--- src/rtl/qos_arb_pkg.sv ---
package qos_arb_pkg;

    localparam int QOS_W = 2;

    typedef enum logic [QOS_W-1:0] {
        QOS_BACKGROUND = 2'd0,
        QOS_BANDWIDTH  = 2'd1,
        QOS_LATENCY    = 2'd2,
        QOS_CRITICAL   = 2'd3
    } qos_level_e;

    // Lowest level that may be granted without the one-cycle wait.
    localparam logic [QOS_W-1:0] QOS_NO_WAIT_MIN = QOS_LATENCY;

    function automatic logic [QOS_W-1:0] qos_reset_level(input int port, input int strict_port);
        return (port == strict_port) ? QOS_CRITICAL : QOS_LATENCY;
    endfunction

endpackage

--- src/rtl/qos_cfg_regs.sv ---
module qos_cfg_regs
    import qos_arb_pkg::*;
#(
    parameter int NUM_PORTS   = 7,
    parameter int CFG_DW      = 32,
    parameter int CFG_AW      = 3,
    parameter int STRICT_PORT = 0,
    localparam int BE_W       = CFG_DW / 8
) (
    input  logic                                 clk,
    input  logic                                 rst_n,
    input  logic                                 we_i,
    input  logic [CFG_AW-1:0]                    addr_i,
    input  logic [CFG_DW-1:0]                    wdata_i,
    input  logic [BE_W-1:0]                      be_i,
    output logic [CFG_DW-1:0]                    rdata_o,
    output logic [NUM_PORTS-1:0][QOS_W-1:0]      qos_o
);

    typedef struct packed {
        logic [NUM_PORTS-1:0][QOS_W-1:0] lvl;
    } cfg_state_t;

    cfg_state_t st_d, st_q;
    logic [NUM_PORTS-1:0] wr_ok;

    // One write-accept term per port; the strict port needs every byte lane.
    for (genvar gp = 0; gp < NUM_PORTS; gp++) begin : g_wr
        if (gp == STRICT_PORT) begin : g_strict
            assign wr_ok[gp] = we_i && (addr_i == CFG_AW'(gp)) && (&be_i);
        end else begin : g_loose
            assign wr_ok[gp] = we_i && (addr_i == CFG_AW'(gp)) && be_i[0];
        end
    end

    always_comb begin
        st_d = st_q;
        for (int p = 0; p < NUM_PORTS; p++) begin
            if (wr_ok[p]) begin
                st_d.lvl[p] = wdata_i[QOS_W-1:0];
            end
        end
    end

    always_ff @(posedge clk or negedge rst_n) begin
        if (!rst_n) begin
            for (int p = 0; p < NUM_PORTS; p++) begin
                st_q.lvl[p] <= qos_reset_level(p, STRICT_PORT);
            end
        end else begin
            st_q <= st_d;
        end
    end

    always_comb begin
        rdata_o = '0;
        for (int p = 0; p < NUM_PORTS; p++) begin
            if (addr_i == CFG_AW'(p)) begin
                rdata_o[QOS_W-1:0] = st_q.lvl[p];
            end
        end
    end

    assign qos_o = st_q.lvl;

endmodule

--- src/rtl/qos_eligibility.sv ---
module qos_eligibility
    import qos_arb_pkg::*;
#(
    parameter int NUM_PORTS = 7
) (
    input  logic                            clk,
    input  logic                            rst_n,
    input  logic [NUM_PORTS-1:0]            req_i,
    input  logic [NUM_PORTS-1:0]            gnt_i,
    input  logic [NUM_PORTS-1:0][QOS_W-1:0] qos_i,
    output logic [NUM_PORTS-1:0]            elig_o
);

    typedef struct packed {
        logic [NUM_PORTS-1:0] waited;
    } elig_state_t;

    elig_state_t st_d, st_q;

    always_comb begin
        // A port has waited once its request survived a cycle ungranted.
        st_d.waited = req_i & ~gnt_i;
        for (int p = 0; p < NUM_PORTS; p++) begin
            elig_o[p] = req_i[p] && ((qos_i[p] >= QOS_NO_WAIT_MIN) || st_q.waited[p]);
        end
    end

    always_ff @(posedge clk or negedge rst_n) begin
        if (!rst_n) begin
            st_q <= '0;
        end else begin
            st_q <= st_d;
        end
    end

endmodule

--- src/rtl/qos_pick.sv ---
module qos_pick
    import qos_arb_pkg::*;
#(
    parameter int NUM_PORTS = 7,
    localparam int IDX_W    = (NUM_PORTS > 1) ? $clog2(NUM_PORTS) : 1
) (
    input  logic [NUM_PORTS-1:0]            elig_i,
    input  logic [NUM_PORTS-1:0][QOS_W-1:0] qos_i,
    output logic                            valid_o,
    output logic [IDX_W-1:0]                idx_o
);

    logic [QOS_W-1:0] best_lvl;

    // Scan from the highest port number down; >= lets lower numbers take ties.
    always_comb begin
        valid_o  = 1'b0;
        idx_o    = '0;
        best_lvl = '0;
        for (int p = NUM_PORTS - 1; p >= 0; p--) begin
            if (elig_i[p] && (!valid_o || (qos_i[p] >= best_lvl))) begin
                valid_o  = 1'b1;
                idx_o    = IDX_W'(p);
                best_lvl = qos_i[p];
            end
        end
    end

endmodule

--- src/rtl/qos_mem_arbiter.sv ---
module qos_mem_arbiter
    import qos_arb_pkg::*;
#(
    parameter int NUM_PORTS   = 7,
    parameter int CFG_DW      = 32,
    parameter int CFG_AW      = 3,
    parameter int STRICT_PORT = 0,
    localparam int IDX_W      = (NUM_PORTS > 1) ? $clog2(NUM_PORTS) : 1,
    localparam int BE_W       = CFG_DW / 8
) (
    input  logic                 clk,
    input  logic                 rst_n,
    input  logic [NUM_PORTS-1:0] req_i,
    input  logic [NUM_PORTS-1:0] hold_i,
    output logic [NUM_PORTS-1:0] gnt_o,
    output logic                 gnt_valid_o,
    output logic [IDX_W-1:0]     gnt_idx_o,
    input  logic                 cfg_we_i,
    input  logic [CFG_AW-1:0]    cfg_addr_i,
    input  logic [CFG_DW-1:0]    cfg_wdata_i,
    input  logic [BE_W-1:0]      cfg_be_i,
    output logic [CFG_DW-1:0]    cfg_rdata_o
);

    typedef struct packed {
        logic             active;
        logic [IDX_W-1:0] owner;
    } lock_t;

    lock_t lock_d, lock_q;

    logic [NUM_PORTS-1:0][QOS_W-1:0] qos_lvl;
    logic [NUM_PORTS-1:0]            elig;
    logic                            pick_valid;
    logic [IDX_W-1:0]                pick_idx;
    logic                            lock_hit;

    qos_cfg_regs #(
        .NUM_PORTS   (NUM_PORTS),
        .CFG_DW      (CFG_DW),
        .CFG_AW      (CFG_AW),
        .STRICT_PORT (STRICT_PORT)
    ) u_regs (
        .clk     (clk),
        .rst_n   (rst_n),
        .we_i    (cfg_we_i),
        .addr_i  (cfg_addr_i),
        .wdata_i (cfg_wdata_i),
        .be_i    (cfg_be_i),
        .rdata_o (cfg_rdata_o),
        .qos_o   (qos_lvl)
    );

    qos_eligibility #(
        .NUM_PORTS (NUM_PORTS)
    ) u_elig (
        .clk    (clk),
        .rst_n  (rst_n),
        .req_i  (req_i),
        .gnt_i  (gnt_o),
        .qos_i  (qos_lvl),
        .elig_o (elig)
    );

    qos_pick #(
        .NUM_PORTS (NUM_PORTS)
    ) u_pick (
        .elig_i  (elig),
        .qos_i   (qos_lvl),
        .valid_o (pick_valid),
        .idx_o   (pick_idx)
    );

    always_comb begin
        lock_hit = lock_q.active && req_i[lock_q.owner];
        gnt_o    = '0;
        if (lock_hit) begin
            gnt_valid_o = 1'b1;
            gnt_idx_o   = lock_q.owner;
        end else begin
            gnt_valid_o = pick_valid;
            gnt_idx_o   = pick_idx;
        end
        if (gnt_valid_o) begin
            gnt_o[gnt_idx_o] = 1'b1;
        end
        lock_d.active = gnt_valid_o && hold_i[gnt_idx_o];
        lock_d.owner  = gnt_idx_o;
    end

    always_ff @(posedge clk or negedge rst_n) begin
        if (!rst_n) begin
            lock_q <= '0;
        end else begin
            lock_q <= lock_d;
        end
    end

endmodule

--- config.mk ---
export PLATFORM = sky130hd
export DESIGN_NAME = qos_mem_arbiter
export DESIGN_NICKNAME = d
export VERILOG_FILES = /design/src/rtl/qos_arb_pkg.sv /design/src/rtl/qos_cfg_regs.sv /design/src/rtl/qos_eligibility.sv /design/src/rtl/qos_pick.sv /design/src/rtl/qos_mem_arbiter.sv
export SDC_FILE = /design/constraint.sdc
export NUM_CORES = 1
export LEC_CHECK = 0
export BUFFER_PORTS_ARGS = -buffer_cell sky130_fd_sc_hd__buf_2
export CAP_MARGIN = 20
export CORE_AREA = 2 2 75 77
export DETAILED_ROUTE_END_ITERATION = 10
export DIE_AREA = 0 0 77 79
export GPL_TIMING_DRIVEN = 0
export PLACE_DENSITY_LB_ADDON = 0.25
export SLEW_MARGIN = 10
export SYNTH_ARGS = -nofsm -noshare
export SYNTH_HDL_FRONTEND = slang
export SYNTH_SLANG_ARGS = --single-unit
--- constraint.sdc ---
create_clock -name clk -period 8.3 [get_ports clk]
set_input_delay 0.415 -clock clk [delete_from_list [all_inputs] [get_ports clk]]
set_output_delay 0.415 -clock clk [all_outputs]
set_load 0.01 [all_outputs]
# After elaboration in Yosys (flattened, before gate mapping)

Cells that the tools add are included.

Logic and storage cells: 121
Register bits after elaboration: 25
Input bits: 56
Output and inout bits: 43

Bitwise logic cells: 2
Equal/unequal tests: 6
Reductions and logical operators: 51
$lt $le $gt $ge: 16
Muxes and demuxes: 36

Operator list:

| kind                 | count |
|---|---|
| $logic_and A1 B1 Y1  | 30 |
| $mux W2              | 13 |
| $mux W3              | 8 |
| $ge A2 B2 Y1 const B | 7 |
| $logic_or A1 B1 Y1   | 13 |
| $ge A2 B2 Y1         | 6 |
| $mux W1              | 11 |
| $eq A3 B3 Y1 const B | 3 |
| $lt A3 B4 Y1 const B | 2 |
| $and A7 B7 Y7        | 1 |
| $mux W7              | 1 |
| $not A7 Y7           | 1 |
| $bmux W1 S3          | 2 |
| $eq A3 B2 Y1 const B | 2 |
| $logic_not A1 Y1     | 6 |
| $reduce_and A4 Y1    | 1 |
| $demux W1 S3         | 1 |
| $eq A3 B1 Y1 const B | 1 |
| $ge A3 B1 Y1 const B | 1 |
| $logic_not A3 Y1     | 1 |

# Longest topological paths before layout

Word-level depth: 36
Mapped depth: 38
Gate-level depth less buffers: 37

# Hierarchy

From an unflattened synthesis, not the netlist that was laid out.

Cells, all modules: 243
Area total of the unflattened synthesis: 2298.5 um2

By module, submodules not included:

| module          | area each (um2) | times used | seq. area each (um2) | cells an instance |
|---|---|---|---|---|
| qos_cfg_regs    | 997.2           | 1          | 360.3                | 89 |
| qos_pick        | 570.5           | 1          | 0.0                  | 82 |
| qos_mem_arbiter | 441.7           | 1          | 100.1                | 51 |
| qos_eligibility | 289.0           | 1          | 175.2                | 21 |

# Worst setup path after synthesis

OpenSTA, ideal clock, no wires.

Kind: reg-to-output
Start: reg u_regs.st_q, in the netlist u_regs.qos_o[13]
End: out gnt_o[5]
Data required time: 7.885 ns
Slack: 0.120 ns
Buffers on the path: 1
Stages on the path, launching flop included: 35
Data arrival time: 7.765 ns
Path through: dfstp_2 -> o21ai_1 -> nor2_1 -> ha_1 -> nand2b_1 -> a211o_1 -> a21o_1 -> and2_1 -> ha_1 -> a21oi_1 -> a21o_1 -> a31oi_1 -> ha_1 -> nand2b_1 -> a21oi_1 -> a21oi_1 -> mux2_2 -> ha_1 -> nand2b_1 -> a21oi_1 -> a21o_1 -> mux2_2 -> ha_1 -> nand2b_1 -> a21o_1 -> a22oi_1 -> mux2_2 -> ha_1 -> nand2b_1 -> a21o_1 -> a22o_1 -> o41ai_2 -> buf_4 -> nand3_1 -> nor2_1

RTL lines:

| item                   | line                  | text |
|---|---|---|
| from (decl)            | qos_cfg_regs.sv:24    | `cfg_state_t st_d, st_q;` |
| from (signal assigned) | qos_cfg_regs.sv:51    | `st_q <= st_d;` |
| to (decl)              | qos_mem_arbiter.sv:15 | `output logic [NUM_PORTS-1:0] gnt_o,` |

==> results.md <==
- Syn Area/Cell: 8.96 um^2
- Die area: 0.00608 mm^2
- Combinational share of power: 72.5%
- Seq/Total Area, Yosys: 28.7%
- Peak supply drop: 0.000275 V
- Remaining Overflow, GRT: 0
- Post-synthesis cell type count: 55
- Ys flop type: dfrtp_1
- Ranking of synthesized cells by area: dfrtp_1 (19%), buf_4 (12%), dfstp_2 (9.5%)
- Hold Fails Final Rpt: 0
- Area leader, netlist: dfrtp_1
- P_leak: 0.00149 uW
- Nets: 412
- Hpwl dp: 3930 um
- Worst skew pair latency: 270 ps
- Max Fanout on Critical Path: 4
- Clock sink total: 25
- Flop and latch count out of synthesis: 25
- Via count: 2115
- PortBufs: 37
- Fill cell count: 494
- CP max-delay cell: dfstp_2
- Outcome: finished, final reports clean
- Site row count: 27
- DRT antenna net count: 0
- I/O pin count: 99
- Max Clk Rate: 0.122 GHz
- Slew @ Worst Pin: 727 ps
- Dpl cell area: 0.00260 mm^2
- First-pass GRT wire length: 8730 um
- RSZ-0062 raised after global routing: true
- Internal power: 586 uW
- WP data required: 7890 ps
- Yosys top cell area share: 19.2%
- Total track usage: 17.9%
- Worst-path clk slew: 90 ps
- DRC: 0
- Initial core utilization: 41.5%
- Crit path kind: reg2out
- Kind of start point of the critical path: flop
- Clk network pwr share: 7.4%
- Most frequent CP cell: nand2b_4
- CTS H-tree lvls: 1
- Max Cap Viol: 0
- Hold buffer count at cts: 0
- Max Slew Vio Count: 0
- PD cells: 328 mW/mm^2
- Synthesized cell area: 0.00221 mm^2
- Vias in the first global route: 1882
- Largest net degree at the start of global routing: 26
- Clk_skew: 4.72 ps
- Drt via density: 5.10
- Post-synth ARST share: 100%
- Routed wire length: 5690 um
- Die Wd: 77 um
- Seq pwr share: 20.1%
- Critical Path AT: 7780 ps
- Number of synthesized flops with an enable pin: 0
- CTS Buffer Depth: 2
- Sw Pwr: 431 uW
- Min-delay worst type: in2async
- Total power: 1020 uW
- CTS tree: built
- Core Area: 0.00534 mm^2
- Design area: 0.00310 mm^2
- Synthesis Warnings: 0
- CP Capture Type: output port
- Area added between synthesis and finish: 40.0%
- Sw Share: 42.4%
- Wire length per cell: 13.7 um
- Root buffer cell: clkbuf_8
- Drt initial violations: 115
- Layout cells sized above 1: 48.1%
- Commonest non-fill, non-tap cell in the layout: buf_4
- Slew HR: 51.0%
- # diodes: 0
- CTS buffer count: 3
- Die Ht: 79 um
- Most frequent cells in the layout: buf_4 (57), buf_2 (37), conb_1 (30)
- Final GP Congestion: 0.931
- Initial antenna violation count: 0
- # setup viols final: 0
- Final period utilization: 98.8%
- Worst path max stage delay: 580 ps
- Post-synthesis cell count: 247
- First drt pass iteration count: 5
- Final worst path period need: 8200 ps
-- critical path, delay by kind of cell, from the launching register on --
| kind | cells | cell delay, ps |
|---|---|---|
| simple gates | 11 | 1260 |
| flops | 1 | 580 |
| buf+inv | 3 | 430 |
| mux | 3 | 1020 |
| compound gates | 14 | 2770 |
| fa+ha+maj | 6 | 1410 |
-- final cells by class --
class / instances / area [um^2] / area share, %
repair buffers: 63 / 392 / 12.6
flip-flops and latches: 25 / 636 / 20.5
inverters: 11 / 43.8 / 1.41
well taps: 72 / 90.1 / 2.91
clock buffers: 3 / 41.3 / 1.33
multi-input cells: 203 / 1620 / 52.1
clock inverters: 1 / 7.51 / 0.242
plain buffers: 37 / 274 / 8.84
-- layer usage --
metal	part of all wire, %	track usage [%]	vias up
li1	-	-	1039
met1	44	23.1	1005
met2	51	32.4	62
met3	4.0	1.70	9
met4	1.3	4.46	0
met5	0	0	-
-- power groups by stage --
| stage | registers, uW | clock network [uW] | logic, uW |
|---|---|---|---|
| 6_report | 205 | 74.8 | 738 |
| 5_1_grt | 211 | 82.8 | 801 |
| 4_1_cts | 203 | 76.2 | 604 |
| 3_5_place_dp | 204 | 0 | 504 |
| 3_3_place_gp | 203 | 0 | 501 |
| 2_1_floorplan | 191 | 0 | 393 |
-- kinds of logic (layout without fill, tap and decap cells) --
| group | count (synthesis) | count (layout) | synth area share (%) |
|---|---|---|---|
| other | 1 | 30 | 0.169 |
| muxes | 15 | 15 | 8.03 |
| buffers and inverters | 48 | 115 | 14.2 |
| and+or+nand+nor | 67 | 67 | 16.3 |
| DFF | 25 | 25 | 28.7 |
| AOI/OAI and AO/OA | 79 | 79 | 25.8 |
| adders and majority gates | 12 | 12 | 6.78 |
-- through the flow --
step	setup slack [ps]	instances	utilization (%)	hold slack, ps	TNS [ps]
6_report	101	415	58.1	115	0
5_1_grt	-250	415	58.1	148	-2010
4_1_cts	23.7	407	53.9	134	0
3_5_place_dp	-886	385	48.7	442	-12040
3_3_place_gp	-803	385	48.7	434	-9970
2_1_floorplan	120	276	-	119	0
-- path summary, 6_finish.rpt --
path                                              start                      endpoint  slack, ps  cells after the start
min in group clk                               req_i[2]      u_elig.st_q[2]$_DFF_PN0_        390                      2
min reg2reg                 u_regs.qos_o[6]$_DFFE_PN0P_   u_regs.qos_o[6]$_DFFE_PN0P_        640                      2
max reg2reg                u_regs.qos_o[13]$_DFFE_PN1P_           lock_q[3]$_DFF_PN0_        480                     38
min                                               rst_n  u_regs.qos_o[12]$_DFFE_PN0P_        120                      1
max in group asynchronous                         rst_n      u_elig.st_q[0]$_DFF_PN0_       7810                      1
max                        u_regs.qos_o[13]$_DFFE_PN1P_                      gnt_o[0]        100                     37
-- cells in the mapped netlist (all sizes together), types with 2 or more instances --
| cell | count |
|---|---|
| a211o | 2 |
| a211oi | 3 |
| a21boi | 2 |
| a21o | 7 |
| a21oi | 9 |
| a22o | 4 |
| a22oi | 2 |
| and2 | 4 |
| buf | 35 |
| clkbuf | 2 |
| dfrtp | 17 |
| dfstp | 8 |
| ha | 12 |
| inv | 11 |
| mux2 | 12 |
| mux2i | 2 |
| nand2 | 13 |
| nand2b | 9 |
| nand3 | 7 |
| nand3b | 2 |
| nand4 | 2 |
| nor2 | 15 |
| nor2b | 2 |
| nor3 | 5 |
| o2111ai | 2 |
| o21a | 10 |
| o21ai | 20 |
| o221ai | 3 |
| o22ai | 5 |
| o31a | 2 |
| or2 | 2 |
-- state kept, by name, summed over array words and instances (netlist names) --
name / flops
u_elig.st_q: 7
lock_q: 4
u_regs.qos_o: 14
-- repair_timing --
action,in CTS,in global routing
endpoints found under the setup margin,21,11
pin swaps,17,22
gates resized for setup,20,25
setup buffers,18,9
Power figures use the tool's default switching activity.
